$ cat config.mk
export PLATFORM = sky130hd
export DESIGN_NAME = sponge_padder
export DESIGN_NICKNAME = d
export VERILOG_FILES = /design/src/rtl/sponge_padder.sv
export SDC_FILE = /design/constraint.sdc
export NUM_CORES = 1
export LEC_CHECK = 0
export ABC_AREA = 1
export CELL_PAD_IN_SITES_DETAIL_PLACEMENT = 1
export CELL_PAD_IN_SITES_GLOBAL_PLACEMENT = 1
export CORE_ASPECT_RATIO = 1.1
export CORE_UTILIZATION = 36
export DETAILED_ROUTE_END_ITERATION = 6
export HOLD_SLACK_MARGIN = 0.08
export PLACE_DENSITY_LB_ADDON = 0.1
export SYNTH_ARGS = -nofsm -noshare
export SYNTH_HDL_FRONTEND = slang
export SYNTH_SLANG_ARGS = --single-unit
$ cat constraint.sdc
create_clock -name clk -period 2.73 [get_ports clk]
set_input_delay 0.4095 -clock clk [delete_from_list [all_inputs] [get_ports clk]]
set_output_delay 0.4095 -clock clk [all_outputs]
set_load 0.05 [all_outputs]
$ cat src/rtl/sponge_padder.sv
`timescale 1ns/1ps
module sponge_padder #(
  parameter int BLK_WORDS = 18
) (
  input  logic                      clk,
  input  logic                      rst,
  input  logic [31:0]               din,
  input  logic                      din_vld,
  input  logic                      din_last,
  input  logic [1:0]                din_nbytes,
  input  logic                      blk_ack,
  output logic [BLK_WORDS*32-1:0]   blk,
  output logic                      blk_rdy,
  output logic                      full
);
  localparam int WW = 32;
  localparam int BW = BLK_WORDS * WW;
  localparam int CW = $clog2(BLK_WORDS + 1);
  localparam logic [7:0] PAD_OPEN  = 8'h06;
  localparam logic [7:0] PAD_CLOSE = 8'h80;

  logic [CW-1:0] cnt;
  logic          tail;
  logic          done;
  logic          take, step, last_slot;
  logic [WW-1:0] padded, w;

  assign full      = (cnt == CW'(BLK_WORDS));
  assign blk_rdy   = full;
  assign last_slot = (cnt == CW'(BLK_WORDS - 1));
  assign take      = din_vld && !full && !tail && !done;
  assign step      = take || (tail && !full);

  always_comb begin
    case (din_nbytes)
      2'd0:    padded = {PAD_OPEN, 24'h0};
      2'd1:    padded = {din[31:24], PAD_OPEN, 16'h0};
      2'd2:    padded = {din[31:16], PAD_OPEN, 8'h0};
      default: padded = {din[31:8], PAD_OPEN};
    endcase
  end

  always_comb begin
    if (tail)          w = '0;
    else if (din_last) w = padded;
    else               w = din;
    if (last_slot && (tail || din_last)) w[7:0] = w[7:0] | PAD_CLOSE;
  end

  always_ff @(posedge clk) begin
    if (rst) begin
      cnt  <= '0;
      tail <= 1'b0;
      done <= 1'b0;
      blk  <= '0;
    end else if (full) begin
      if (blk_ack) cnt <= '0;
    end else if (step) begin
      blk <= {blk[BW-WW-1:0], w};
      cnt <= cnt + CW'(1);
      if (take && din_last) begin
        if (last_slot) done <= 1'b1;
        else           tail <= 1'b1;
      end else if (tail && last_slot) begin
        tail <= 1'b0;
        done <= 1'b1;
      end
    end
  end

  p_cnt_range_r2: assert property (@(posedge clk) disable iff (rst)
    cnt <= CW'(BLK_WORDS));

  p_hold_when_full_r3: assert property (@(posedge clk) disable iff (rst)
    full && !blk_ack |=> $stable(blk) && full);

  p_ack_release_r4: assert property (@(posedge clk) disable iff (rst)
    full && blk_ack |=> !full);

  p_tail_marker_r7: assert property (@(posedge clk) disable iff (rst)
    tail && last_slot |=> full && blk[7]);

  p_no_block_after_done_r9: assert property (@(posedge clk) disable iff (rst)
    done && !full |=> !full && $stable(blk));
endmodule

==> results of run 1 <==
critical path, cell delays in order, from the launching register on:
cell	delay, ns
dfxtp_1	0.35
inv_1	0.10
ha_1	0.15
nand2_1	0.08
nor2_1	0.30
dlygate4sd2_1	0.60
stage by stage:
stage | total power, mW | instance area [sq um]
2_1_floorplan | 13.53 | 20430
3_3_place_gp | 15.63 | 27030
3_5_place_dp | 15.73 | 27030
4_1_cts | 24.06 | 29030
5_1_grt | 24.74 | 29030
6_report | 23.85 | 29030
per-layer routing:
| layer | part of all wire [%] | wire length, um | up-vias | track usage (%) |
|---|---|---|---|---|
| met5 | 0 | 0 | - | 0 |
| met4 | 3.6 | 2895 | 0 | 10.40 |
| met3 | 7.6 | 6089 | 127 | 8.601 |
| met2 | 51 | 40590 | 512 | 47.64 |
| met1 | 38 | 30670 | 9585 | 29.28 |
| li1 | - | - | 9413 | - |
sequential cells by signal, summed over array words and instances, names as in the netlist:
name	flops
cnt	5
tail	1
blk	576
done	1
how the worst max path moves through the flow:
stage | startpoint | endpoint | cells past startpoint
floorplan | cnt[0] | full | 5
global placement | din_vld | blk[311] | 7
detailed placement | din_vld | blk[312] | 7
CTS | cnt[0] | blk_rdy | 5
global route | cnt[0] | blk_rdy | 5
finish | cnt[0] | blk_rdy | 5
cell usage in the layout, fill, tap and decap left out, drive strengths merged:
| cell type | count |
|---|---|
| dlygate4sd2 | 2 |
| nand3 | 11 |
| bufinv | 3 |
| diode | 1 |
| dfxtp | 583 |
| clkinvlp | 1 |
| or2 | 2 |
| ha | 3 |
| a21oi | 14 |
| o21ai | 571 |
| nand4 | 1 |
| clkdlybuf4s50 | 614 |
| nor2 | 1137 |
| clkinv | 11 |
| buf | 38 |
| clkbuf | 94 |
| inv | 20 |
| nor3 | 1 |
| nand3b | 1 |
| nand2 | 84 |
| xor2 | 1 |
cells in the mapped netlist (all sizes together):
cell type  instances  share of area [%]
or2                2              0.061
inv               17               0.32
dfxtp            583                 57
o21ai            571                 14
xor2               1              0.043
nand3b             1              0.037
ha                 3               0.18
clkbuf           118                2.4
nand3             11               0.27
clkinv             1              0.018
nor3               1              0.024
nand4              1              0.031
a21oi             14               0.34
buf               75                2.6
nand2             84                1.6
nor2            1137                 21
cell type report:
cell class / count / area share (%)
antenna: 1 / 0.008620
timing repair buffer: 654 / 22.95
clock inverter: 17 / 0.5991
tap: 744 / 3.207
inverter: 18 / 0.3146
sequential: 583 / 40.20
clock buffer: 94 / 6.306
multi-input combinational: 1826 / 26.42
report_power, final:
group / switching [mW] / internal [mW] / leakage [nW]
Sequential: 0.678 / 9.22 / 4.82
Clock: 3.45 / 4.86 / 0.994
Combinational: 3.98 / 1.66 / 6.17
Total: 8.11 / 15.7 / 12.0
cell families (layout without fill, tap and decap cells):
logic type | count (synthesis) | after routing | share of synthesized area, %
AND/OR/NAND/NOR | 1237 | 1237 | 22.92
buffers and inverters | 211 | 783 | 5.366
adder cells (fa/ha/maj) | 3 | 3 | 0.1838
other | 0 | 1 | 0
AO/OA/AOI/OAI | 585 | 585 | 14.35
XOR/XNOR | 1 | 1 | 0.04288
flip-flops | 583 | 583 | 57.14
==> impl_metrics.toml, run 1 <==
[outcome]
status = "finished clean"

[detailed_routing]
vias_per_cell = 4.988
wl_per_cell_um = 20.38
first_pass_iters = 5
wl_mm = 80.25
drc_errors = 0
ant_nets = 0
drt_first_iter_violations = 1168
via_count = 19640

[min_path]
whs_path_depth = 5
min_from = "din[31]"
hold_class = "input pin to flip-flop"
min_to = "blk[31]"

[power_and_ir_drop]
peakVddDrop_mv = 0.5156
p_leak_nw = 11.98
power_density_nw_per_um2 = 821.5

[floorplanning]
io_pins = 617
die_y_um = 251.8
initial_core_util_pct = 36.46
die_w_um = 229.1
num_rows = 91
core_sq_um = 56020
dieArea_sq_um = 57700

[worst_setup_path]
critPathRequiredTime_ns = 2.32
critPathCaptureType = "output port"
reg2reg_from = "cnt[0]"
r2r_setup_slack_ns = 0.37
cp.arrival_ns = 2.20
reg2reg_depth = 9
worstPathMaxFanout = 5
start_kind = "flip-flop"
reg2reg_to = "blk[285]"
crit_type = "flip-flop to output port"

[yosys]
synth_area_sq_um = 20430
ys_types = 26
syn_avg_cell_area_sq_um = 7.797
yosysWarnings = 0
synth-seq-cells = 583
synth_nets = 2662
synth_seq_area_share_pct = 57.14
syn_inst = 2620

[cts]
hold_buffers = 0
htree_num_levels = 2
ctsResizeCount = 2
clockBufferDepth = 3
clock_latency_ns = 0.63
cts_buffers = 61
cts_tree = "yes"
clk_pin_slew_worst_paths_ns = 0.06
cts_root_buf = "clkbuf_16"
cts_setup_buffers = 0
cts_sinks = 583

[placed_design]
place_congestion = 0.8684
place_inst = 3825
dp_hpwl_mm = 58.09
dp_slack_ns = 0.3150
portBuffers = 616

[global_routing]
grt_pass1_vias = 19850
antenna_found_initial = 1
gr-usage-all-layers_pct = 26.71
grt_pass1_wl_mm = 119.2
grt_overflow_total = 0
grt_max_degree = 127

[sta]
finalWorstSetupSlack_ns = 0.1249
max_freq_mhz = 383.9
drv_slew = 0
worst_slew_pin_slew_ns = 0.9861
setup_viol = 0
hold_viol = 0
max-slew-margin-rel_pct = 34.26
tns_ns = 0
rsz0062_at_grt = "no"
fin_skew_ns = 0.02996
hold_slack_ns = 0.4225
period_minus_slack_ns = 2.605
fin_crit_sh_pct = 95.43

[cells_and_area]
ff_latch_area_sq_um = 11670
drive_above_1_share_pct = 4.480
fin_cells = 3937
final_util_pct = 51.82
multi_input_area_sq_um = 7669
final_nets = 3186
area_delta_synth_final_pct = 42.12
n_fill_cell = 6739

[job]
cap_violations = 0
No activity file was read; power rests on OpenSTA's default activity.
==> inputs of run 2 (changes only) <==
--- a/config.mk
+++ b/config.mk
@@ -16,3 +16,4 @@
 export SYNTH_ARGS = -nofsm -noshare
 export SYNTH_HDL_FRONTEND = slang
 export SYNTH_SLANG_ARGS = --single-unit
+export TNS_END_PERCENT = 50
==> results of run 2 <==
Same layout as run 1: the final DEF is identical, and so are final timing and power.
